### config.mk
export PLATFORM = sky130hd
export DESIGN_NAME = uart_tx_flow
export DESIGN_NICKNAME = d
export VERILOG_FILES = /design/src/rtl/uart_txf_pkg.sv /design/src/rtl/uart_txf_framer.sv /design/src/rtl/uart_txf_shifter.sv /design/src/rtl/uart_txf_seq.sv /design/src/rtl/uart_tx_flow.sv
export SDC_FILE = /design/constraint.sdc
export NUM_CORES = 1
export LEC_CHECK = 0
export ABC_AREA = 1
export BUFFER_PORTS_ARGS = -buffer_cell sky130_fd_sc_hd__buf_2
export CAP_MARGIN = 30
export CORE_ASPECT_RATIO = 2
export CORE_MARGIN = 2
export CORE_UTILIZATION = 35
export CTS_CLUSTER_SIZE = 8
export DETAILED_ROUTE_END_ITERATION = 16
export SYNTH_ARGS = -nofsm -noshare
export SYNTH_HDL_FRONTEND = slang
export SYNTH_HIERARCHICAL = 1
export SYNTH_SLANG_ARGS = --single-unit
### constraint.sdc
create_clock -name clk -period 1.79 [get_ports clk]
set_input_delay 0 -clock clk [delete_from_list [all_inputs] [get_ports clk]]
set_output_delay 0 -clock clk [all_outputs]
set_load 0.02 [all_outputs]
### src/rtl/uart_txf_pkg.sv
package uart_txf_pkg;

    localparam int MIN_BITS   = 5;
    localparam int MAX_BITS   = 9;
    localparam int MAX_STOP   = 2;
    localparam int NBITS_W    = 4;
    localparam int FRAME_MAX  = 1 + MAX_BITS + 1 + MAX_STOP;
    localparam int LEN_W      = $clog2(FRAME_MAX + 1);

    typedef enum logic [1:0] {
        ST_IDLE = 2'd0,
        ST_SEND = 2'd1
    } seq_state_t;

    typedef struct packed {
        logic [NBITS_W-1:0] data_bits;
        logic               par_en;
        logic               par_odd;
        logic               two_stop;
    } line_cfg_t;

    function automatic logic [NBITS_W-1:0] clamp_bits(input logic [NBITS_W-1:0] n);
        if (int'(n) < MIN_BITS)      return NBITS_W'(MIN_BITS);
        else if (int'(n) > MAX_BITS) return NBITS_W'(MAX_BITS);
        else                         return n;
    endfunction

    function automatic logic data_parity(input logic [MAX_BITS-1:0] d,
                                         input logic [NBITS_W-1:0] n,
                                         input logic odd);
        logic p;
        p = odd;
        for (int i = 0; i < MAX_BITS; i++) begin
            if (i < int'(n)) p = p ^ d[i];
        end
        return p;
    endfunction

endpackage

### src/rtl/uart_txf_framer.sv
module uart_txf_framer
    import uart_txf_pkg::*;
(
    input  line_cfg_t            cfg,
    input  logic [MAX_BITS-1:0]  data,
    output logic [FRAME_MAX-1:0] frame,
    output logic [LEN_W-1:0]     frame_len
);
    logic [NBITS_W-1:0] nbits;
    logic               par_bit;

    always_comb begin
        nbits   = clamp_bits(cfg.data_bits);
        par_bit = data_parity(data, nbits, cfg.par_odd);
        frame   = '1;
        frame[0] = 1'b0;
        for (int i = 0; i < MAX_BITS; i++) begin
            if (i < int'(nbits)) frame[1+i] = data[i];
        end
        for (int i = MIN_BITS; i <= MAX_BITS; i++) begin
            if (cfg.par_en && i == int'(nbits)) frame[1+i] = par_bit;
        end
        frame_len = LEN_W'(1 + int'(nbits) + (cfg.par_en ? 1 : 0) + (cfg.two_stop ? 2 : 1));
    end
endmodule

### src/rtl/uart_txf_shifter.sv
module uart_txf_shifter #(
    parameter int W = 13
) (
    input  logic         clk,
    input  logic         rst,
    input  logic         load,
    input  logic [W-1:0] load_val,
    input  logic         shift,
    output logic         serial
);
    logic [W-1:0] sh_q;

    always_ff @(posedge clk) begin
        if (rst)        sh_q <= '1;
        else if (load)  sh_q <= load_val;
        else if (shift) sh_q <= {1'b1, sh_q[W-1:1]};
    end

    assign serial = sh_q[0];
endmodule

### src/rtl/uart_txf_seq.sv
module uart_txf_seq
    import uart_txf_pkg::*;
(
    input  logic             clk,
    input  logic             rst,
    input  logic             bit_tick,
    input  logic             in_valid,
    input  logic             cts,
    input  logic [LEN_W-1:0] frame_len,
    output logic             accept,
    output logic             shift_en,
    output logic             busy,
    output logic             done_pulse,
    output logic             in_ready
);
    seq_state_t       state_q;
    logic [LEN_W-1:0] left_q;
    logic             done_q;

    assign in_ready   = (state_q == ST_IDLE) && cts;
    assign accept     = in_valid && in_ready;
    assign shift_en   = (state_q == ST_SEND) && bit_tick;
    assign busy       = (state_q == ST_SEND);
    assign done_pulse = done_q;

    always_ff @(posedge clk) begin
        if (rst) begin
            state_q <= ST_IDLE;
            left_q  <= '0;
            done_q  <= 1'b0;
        end else begin
            done_q <= 1'b0;
            unique case (state_q)
                ST_IDLE: begin
                    if (accept) begin
                        state_q <= ST_SEND;
                        left_q  <= frame_len;
                    end
                end
                ST_SEND: begin
                    if (bit_tick) begin
                        if (left_q == LEN_W'(1)) begin
                            state_q <= ST_IDLE;
                            done_q  <= 1'b1;
                        end
                        left_q <= left_q - LEN_W'(1);
                    end
                end
                default: state_q <= ST_IDLE;
            endcase
        end
    end
endmodule

### src/rtl/uart_tx_flow.sv
module uart_tx_flow
    import uart_txf_pkg::*;
(
    input  logic                clk,
    input  logic                rst,
    input  logic                bit_tick,
    input  logic [NBITS_W-1:0]  cfg_data_bits,
    input  logic                cfg_parity_en,
    input  logic                cfg_parity_odd,
    input  logic                cfg_two_stop,
    input  logic                cts,
    input  logic                in_valid,
    input  logic [MAX_BITS-1:0] in_data,
    output logic                in_ready,
    output logic                tx,
    output logic                drv_en,
    output logic                tx_done
);
    line_cfg_t            cfg_now;
    logic [FRAME_MAX-1:0] frame_word;
    logic [LEN_W-1:0]     frame_len;
    logic                 accept;
    logic                 shift_en;

    assign cfg_now = '{data_bits: cfg_data_bits, par_en: cfg_parity_en,
                       par_odd: cfg_parity_odd, two_stop: cfg_two_stop};

    uart_txf_framer u_framer (
        .cfg       (cfg_now),
        .data      (in_data),
        .frame     (frame_word),
        .frame_len (frame_len)
    );

    uart_txf_seq u_seq (
        .clk        (clk),
        .rst        (rst),
        .bit_tick   (bit_tick),
        .in_valid   (in_valid),
        .cts        (cts),
        .frame_len  (frame_len),
        .accept     (accept),
        .shift_en   (shift_en),
        .busy       (drv_en),
        .done_pulse (tx_done),
        .in_ready   (in_ready)
    );

    uart_txf_shifter #(.W(FRAME_MAX)) u_shift (
        .clk      (clk),
        .rst      (rst),
        .load     (accept),
        .load_val (frame_word),
        .shift    (shift_en),
        .serial   (tx)
    );
endmodule

======== Yosys cells after proc, flatten, opt, wreduce, memory -nomap -nowiden ========
Cells that the tools add are included.
cells by class
  add/subtract/negate cells ............... 4
  order comparisons ....................... 11
  equal/unequal tests ..................... 10
  muxes and demuxes ....................... 37
  bitwise operators ....................... 11
  reduce and logical (&&, ||, !) cells .... 14
operators with widths
  operator                                              count
  two-way mux 1 bit                                     25
  two-way mux 11 bit                                    2
  == test 4 bit, first input constant                   5
  < comparator 3 x 4 -> 1 bit, first input constant     4
  two-way mux 4 bit                                     4
  bitwise XOR 1 bit                                     9
  adder 4 bit                                           2
  logical AND 1 bit                                     8
  < comparator 1 x 4 -> 1 bit, first input constant     2
  < comparator 2 x 4 -> 1 bit, first input constant     2
  two-way mux 2 bit                                     4
  case mux 4 bit (2 select lines)                       1
  AND reduction 3 bit                                   2
  adder 1 x 4 -> 4 bit, first input constant            1
  == test 4 x 1 -> 1 bit, second input constant         1
  greater-than comparator 4 bit, second input constant  1
  < comparator 4 x 3 -> 1 bit, second input constant    1
  < comparator 4 bit, first input constant              1
  inequality test 2 bit, second input constant          2
  case mux 2 bit (2 select lines)                       1
  nonzero test 2 bit                                    2
  subtractor 4 x 1 -> 4 bit, second input constant      1
  OR reduction 3 bit                                    1
  == test 2 x 1 -> 1 bit, second input constant         1
  3 further kinds                                       4
word-level totals
  register bits after elaboration ......... 18
  input bits .............................. 21
  output and inout bits ................... 4
  logic and storage cells ................. 91

======== Depth between registers and ports, before layout ========
Gate-level depths: netlist of the first run.
  depth in word-level cells ............... 23
  gate-level depth with buffers ........... 13
  mapped depth without buffers ............ 13

======== Cells and area by module ========
The synthesis of the first run kept the hierarchy.
by module, submodules not included
  module            times used  cells each  area an instance (um2)  sequential area each (um2)
  uart_txf_shifter  1           78          626.9                   260.2
  uart_txf_framer   1           116         586.8                   0.0
  uart_txf_seq      1           48          345.3                   120.1

======== Worst setup path before layout of the first run ========
No wires, ideal clock.
  path type ............................... input to register
  start point ............................. in cfg_parity_en
  end point ............................... reg u_seq.left_q[1]
  setup time .............................. 118 ps
  data arrival time ....................... 1361 ps
  data required time ...................... 1672 ps
  setup slack ............................. 311 ps
  stages on the path ...................... 11
  buffers on the path ..................... 0
  path through ............................ inv_1 > ha_1 > inv_1 > ha_1 > inv_1 > fa_1 > inv_1 > nand2_1 > o21ai_0 > o21ai_1 > a21oi_1
on the way
  cells in the longest elaborated chain, start to end .. 5
RTL lines
  what                             line                   source
  start, declared                  uart_tx_flow.sv:8      input logic cfg_parity_en,
  two-way mux 1 bit                uart_txf_framer.sv:23  frame_len = LEN_W'(1 + int'(nbits) + (cfg.par_en ? 1 : 0) + (cfg.two_stop ? 2 : 1));
  adder 4 bit (2 in series)        uart_txf_framer.sv:23
  net frame_len[1]                 uart_tx_flow.sv:21     logic [LEN_W-1:0] frame_len;
  two-way mux 4 bit                uart_txf_seq.sv:35     if (accept) begin
  case mux 4 bit (2 select lines)  uart_txf_seq.sv:33     unique case (state_q)
  end signal, assigned             uart_txf_seq.sv:37     left_q <= frame_len;
  end signal, assigned             uart_txf_seq.sv:46     left_q <= left_q - LEN_W'(1);
  end, declared                    uart_txf_seq.sv:17     logic [LEN_W-1:0] left_q;
The timed path passes the listed nets, and every way through them passes these cells. The select of a mux whose other input is x is not followed.
A chain may end at the register's enable or synchronous reset.

======== Worst setup path after layout of the first run ========
  start point ............................. reg u_seq.state_q[0]
  end point ............................... reg u_shift.sh_q[1]
on the way
  cells in the longest elaborated chain, start to end .. 4
  elaborated cells on any way between the ends .. 7
  classes of those cells .................. eq/ne: 1; mux: 1; reduce/logical: 5
RTL lines
  what                                                      line                    source
  start, declared                                           uart_txf_seq.sv:16      seq_state_t state_q;
  start signal, assigned                                    uart_txf_seq.sv:28      state_q <= ST_IDLE;
  start signal, assigned                                    uart_txf_seq.sv:36      state_q <= ST_SEND;
  start signal, assigned                                    uart_txf_seq.sv:43      state_q <= ST_IDLE;
  zero test 2 bit *                                         uart_txf_seq.sv:20      assign in_ready = (state_q == ST_IDLE) && cts;
  logical AND 1 bit *                                       uart_txf_seq.sv:20
  logical AND 1 bit *                                       uart_txf_seq.sv:21      assign accept = in_valid && in_ready;
  net accept                                                uart_tx_flow.sv:22      logic accept;
  two-way mux 11 bit or nonzero test 2 bit (tied branches)  --
  end signal, assigned                                      uart_txf_shifter.sv:15  else if (load) sh_q <= load_val;
  end signal, assigned                                      uart_txf_shifter.sv:16  else if (shift) sh_q <= {1'b1, sh_q[W-1:1]};
  end, declared                                             uart_txf_shifter.sv:11  logic [W-1:0] sh_q;
Mark *: on every way through the listed nets, which the timed path passes. The rest lies on a longest branch.

==> flow_summary.yaml, run 1 <==
outcome:
  status: "finished, final reports clean"
route:
  final_antenna_net_count: 0
  routedWlPerCell_um: 10.40
  wl_met1_um: 1277
  wl_met3_um: 88
  drc: 0
  viasPerCell: 4.657
  first_pass_iters: 4
  met2_length_um: 1901
  top_layer: "met4"
  routed_wl_um: 3307
  drt_iter0_drc: 32
  via_count: 1481
critical_path:
  endpoint_kind: "flip-flop"
  critPathBufInv: 3
  critical_path_class: "reg -> reg"
  critPathTopFamily: "buffers and inverters"
  start_kind: "flip-flop"
  crit_arrival_ns: 1.61
  crit_required_ns: 1.92
  cp_cell_sequence: "inv_2, nand3_4, inv_1, buf_4, a21oi_1, nand3_2"
  slowest_stage: "dfxtp_1"
  max_stage_delay_ns: 0.46
  crit_fanout: 9
logic_synthesis:
  syn-cell-area_sq_mm: 0.001559
  yosysMostFrequentCell: "nand2_1"
  yosys.area_share.simple_pct: 39.89
  synth_compound_area_share_pct: 10.51
  synth_mux_area_share_pct: 1.284
  yosys.area.top_type: "dfxtp_1"
  yosys_register_bits: 19
  synthArstFlopShare_pct: 0
  synth_xor_area_share_pct: 1.685
  synth_edf_count: 0
  synth_cells: 242
  synthAdderAreaFrac_pct: 6.902
  ys.flop_type: "dfxtp_1"
  yosysUniqueCellTypes: 30
  synth_top_family_by_area: "simple AND/OR/NAND/NOR gates"
  yosys-top-cells-count: "nand2_1, inv_1, nand3_1, dfxtp_1, a21oi_1"
  ys_seq_area_share_pct: 24.40
  synth_warnings: 6
  synth_top_area_share_pct: 24.40
  synth_area_leaders: "dfxtp_1, nand2_1, inv_1, nand3_1, nand3_2"
  syn_area_per_cell_sq_um: 6.442
grt:
  grt_max_degree: 17
  grt_pass1_vias: 1424
  grt.overflow.total: 0
  grtUsageTotal_pct: 14.98
  antenna_found_initial: 0
  grt_pass1_wl_um: 5892
sta:
  finalSetupTns_ns: 0
  drv_slew: 0
  finClkSkew_ns: 0.005955
  period_minus_slack_ns: 1.477
  period_share_pct: 82.52
  setup_violations: 0
  clock.fmax_ghz: 0.6770
  hold_viol: 0
  rsz0062_at_grt: "no"
finish:
  layout-drive-gt1-share_pct: 23.48
  nFillCells: 480
  nets: 294
  fin_util_pct: 40.94
  syn_to_final_growth_pct: 12.84
  num_antenna_cells: 0
die:
  die_y_um: 98.39
  rows: 34
  start_util_pct: 36.28
  dieArea_sq_mm: 0.005036
  die_w_um: 51.19
  pin_count: 25
  core_sq_mm: 0.004297
clocking:
  post_cts_resized: 0
  cts_num_sinks: 19
  path_clk_slew_ns: 0.07
  cts_setup_buffers: 0
  hold_buffers: 0
  insertion_delay_ns: 0.25
  root_buffer: "clkbuf_8"
  cts_buffer_depth: 2
  cts_tree: "done"
  htreeDepth: 1
  cts_buffers: 3
power:
  leakage_uw: 0.0009702
  power_density_mw_per_mm2: 657.4
  max-vdd-ir-drop_v: 0.0004488
place:
  hpwl_um: 2773
  gp_congestion: 0.8456
  io_buffers: 24
run:
  max_cap_viol_count: 0
min_path:
  hold_class: "in -> reg"
[layout make-up]
type | count | area [sq um] | share of cell area, %
inverter | 40 | 150.1 | 8.535
sequential | 19 | 380.4 | 21.62
tap | 54 | 67.56 | 3.841
clock buffer | 4 | 45.04 | 2.560
multi-input combinational | 171 | 950.9 | 54.05
timing repair buffer | 30 | 165.2 | 9.388
[report_power, final]
group / internal [uW] / total, uW / leakage (uW) / switching, uW
sequential: 462 / 487 / 0.000157 / 25.3
combinational: 146 / 370 / 0.000790 / 224
clock: 158 / 299 / 0.0000228 / 141
total: 766 / 1160 / 0.000970 / 390
[cell usage in the layout (no fill, tap or decap)]
cell / n
a21oi_1: 18
a21oi_2: 1
buf_2: 24
buf_4: 6
clkbuf_1: 1
clkbuf_8: 3
clkinv_1: 1
conb_1: 3
dfxtp_1: 19
fa_1: 1
ha_1: 7
inv_1: 35
inv_2: 4
mux2i_1: 2
nand2_1: 62
nand2_2: 7
nand2_4: 1
nand3_1: 25
nand3_2: 12
nand3_4: 1
nor2_1: 13
nor2_2: 2
nor3_1: 2
o21ai_0: 6
o21ai_1: 2
o21bai_1: 1
o21bai_2: 1
o22ai_1: 1
xnor2_1: 1
xor2_1: 2
[state kept, by name (all words and copies together), names as in the netlist]
signal	count
u_seq/done_pulse	1
u_seq/left_q	4
u_seq/state_q	1
u_shift/sh_q	13
[path summary, 6_finish.rpt]
check	endpoint	cells past startpoint	startpoint	slack, ns
worst max-delay path	u_shift/sh_q[1]$_SDFFE_PP1P_	6	u_seq/state_q[0]$_SDFFE_PP0P_	0.31
worst min register to register	u_shift/sh_q[4]$_SDFFE_PP1P_	2	u_shift/sh_q[4]$_SDFFE_PP1P_	0.48
worst min-delay path	u_shift/sh_q[5]$_SDFFE_PP1P_	3	in_data[4]	0.02
worst max register to register	u_shift/sh_q[1]$_SDFFE_PP1P_	6	u_seq/state_q[0]$_SDFFE_PP0P_	0.31
[cell families (layout without fill, tap and decap cells)]
family / after synthesis / count (layout)
xor+xnor: 3 / 3
mux: 2 / 2
fa+ha+maj: 8 / 8
other cells: 2 / 3
buf+inv: 53 / 74
simple gates: 125 / 125
flops: 19 / 19
compound gates: 30 / 30
[worst min-delay path, stage by stage]
cell and delay, ns:
buf_2 0.11, a21oi_1 0.08, nand3_2 0.05
[metal layers]
| metal | GRT usage (%) | vias up |
|---|---|---|
| met3 | 1.529 | 4 |
| met1 | 14.56 | 659 |
| met4 | 5.613 | 0 |
| li1 | - | 796 |
| met5 | 0 | - |
| met2 | 30.07 | 22 |
[through the flow]
step / instance area, sq um / std cells / total power [uW] / setup slack, ns / hold slack (ns)
floorplan: 1563 / 243 / 775.5 / 0.3109 / 0.06244
global placement: 1714 / 314 / 868.8 / 0.1016 / 0.2765
detailed placement: 1714 / 314 / 872.4 / 0.06911 / 0.2836
CTS: 1759 / 318 / 1173 / 0.2979 / 0.01588
global route: 1759 / 318 / 1252 / 0.1646 / 0.04139
finish: 1759 / 318 / 1157 / 0.3129 / 0.01617
(Power assumes the default switching activity.)
==> run 2, diff against run 1 <==
==> constraint.sdc (replaced) <==
create_clock -name clk -period 1.2 [get_ports clk]
set_input_delay 0 -clock clk [delete_from_list [all_inputs] [get_ports clk]]
set_output_delay 0 -clock clk [all_outputs]
set_load 0.02 [all_outputs]
==> flow_summary.yaml, run 2 (synthesized netlist as in run 1, its figures left out) <==
critical_path:
  slowest_stage: "fa_1"
  crit_required_ns: 1.35
  cp_cell_sequence: "buf_8, nand3_4, inv_2, ha_4, inv_2, fa_1, inv_1, nand2_1, o21ai_1, o21ai_1, a21oi_1"
  endpoint_kind: "flip-flop"
  crit_arrival_ns: 1.37
  critPathBufInv: 4
  reg2reg_slack_ns: 0.07
  critPathTopFamily: "adder cells"
  max_stage_delay_ns: 0.53
  critical_path_class: "in -> reg"
  start_kind: "input port"
  crit_fanout: 3
die:
  rows: 34
  pin_count: 25
  core_sq_mm: 0.004297
  die_w_um: 51.19
  start_util_pct: 36.28
  dieArea_sq_mm: 0.005036
  die_y_um: 98.39
sta:
  setup_slack_ns: -0.01880
  hold_viol: 0
  finClkSkew_ns: 0.002409
  rsz0062_at_grt: "yes"
  setup_violations: 2
  clock.fmax_ghz: 0.8205
  drv_slew: 0
  period_minus_slack_ns: 1.219
  period_share_pct: 101.6
finish:
  stdcell_count: 340
  largest_reg_flops: 13
  nets: 316
  mostFrequentLayoutCells: "nand2_1, buf_4, inv_1"
  nFillCells: 442
  fin_area_sq_mm: 0.002147
  largest_register: "u_shift/sh_q"
  num_antenna_cells: 0
  layout-drive-gt1-share_pct: 38.81
  reg_top3: "u_shift/sh_q (13), u_seq/left_q (4)"
  layout_commonest_cell: "nand2_1"
  syn_to_final_growth_pct: 37.72
clocking:
  hold_buffers: 0
  cts_buffer_depth: 2
  cts_buffers: 3
  cts_tree: "done"
  insertion_delay_ns: 0.26
  cts_setup_buffers: 0
  path_clk_slew_ns: 0.07
  root_buffer: "clkbuf_8"
  cts_num_sinks: 19
  htreeDepth: 1
outcome:
  status: "finished with violations"
  violations: "setup timing"
place:
  io_buffers: 24
  hpwl_um: 2812
  pre_cts_slack_ns: -0.4107
  postPlaceCellArea_sq_mm: 0.001956
  place_inst: 336
  gp_congestion: 0.7530
grt:
  antenna_found_initial: 0
  grt.overflow.total: 0
  grt_pass1_wl_um: 6078
  grt_pass1_vias: 1534
  grt_max_degree: 17
  grtUsageTotal_pct: 15.29
route:
  drt_iter0_drc: 33
  final_antenna_net_count: 0
  routed_wl_um: 3454
  drc: 0
  first_pass_iters: 4
  viasPerCell: 4.694
  via_count: 1596
  routedWlPerCell_um: 10.16
power:
  max-vdd-ir-drop_v: 0.0006859
  leakage_uw: 0.001111
  power.total_uw: 1868
  power_density_mw_per_mm2: 870.2
run:
  max_cap_viol_count: 0
min_path:
  hold_class: "in -> reg"
==> run 2: what timing repair did <==
item                                    in CTS  in global routing
pin swaps                                    7                 19
endpoints found under the setup margin      15                 16
resized for setup                           12                 26
==> run 2: worst paths after layout <==
| check | startpoint | end | cells past startpoint |
|---|---|---|---|
| max | cfg_data_bits[2] | u_seq/left_q[1]$_SDFFE_PP0P_ | 11 |
| min | in_data[3] | u_shift/sh_q[4]$_SDFFE_PP1P_ | 4 |
| max reg2reg | u_seq/state_q[0]$_SDFFE_PP0P_ | u_shift/sh_q[3]$_SDFFE_PP1P_ | 6 |
| min reg2reg | u_shift/sh_q[1]$_SDFFE_PP1P_ | u_shift/sh_q[1]$_SDFFE_PP1P_ | 2 |
==> run 2: where the power goes <==
part           switching [uW]  internal (uW)
Clock                     209            236
Sequential               36.2            690
Combinational             385            312
==> run 2: cell type report <==
cell class                 instances  area (sq um)  area share [%]
inverter                          40         182.7           8.508
sequential                        19         381.6           17.77
tap                               54         67.56           3.147
clock buffer                       4         45.04           2.098
timing repair buffer              52         374.1           17.42
multi-input combinational        171          1096           51.05
==> run 2: through the flow <==
stage | util [%] | TNS [ns] | hold WS [ns]
after floorplan | - | -0.3167 | 0.06244
after detailed placement | 45.52 | -2.990 | 0.3486
after CTS | 47.73 | -0.1353 | 0.09843
after global routing | 49.97 | -0.4083 | 0.1232
final | 49.97 | -0.02815 | 0.09927
after global placement | 45.52 | -2.863 | 0.3476
==> run 2: routing by layer <==
layer / vias up / routed length [um] / track usage [%] / share of wire, %
li1: 848 / - / - / -
met1: 725 / 1343 / 15.70 / 39
met2: 19 / 1987 / 29.47 / 58
met3: 4 / 75 / 1.682 / 2.2
met4: 0 / 48 / 6.237 / 1.4
met5: - / 0 / 0 / 0
==> run 2: worst reg2reg max path, delay by kind of cell (launching register included) <==
family          cells  cell delay (ns)
simple gates        2             0.13
buf+inv             3             0.30
flops               1             0.36
compound gates      1             0.21
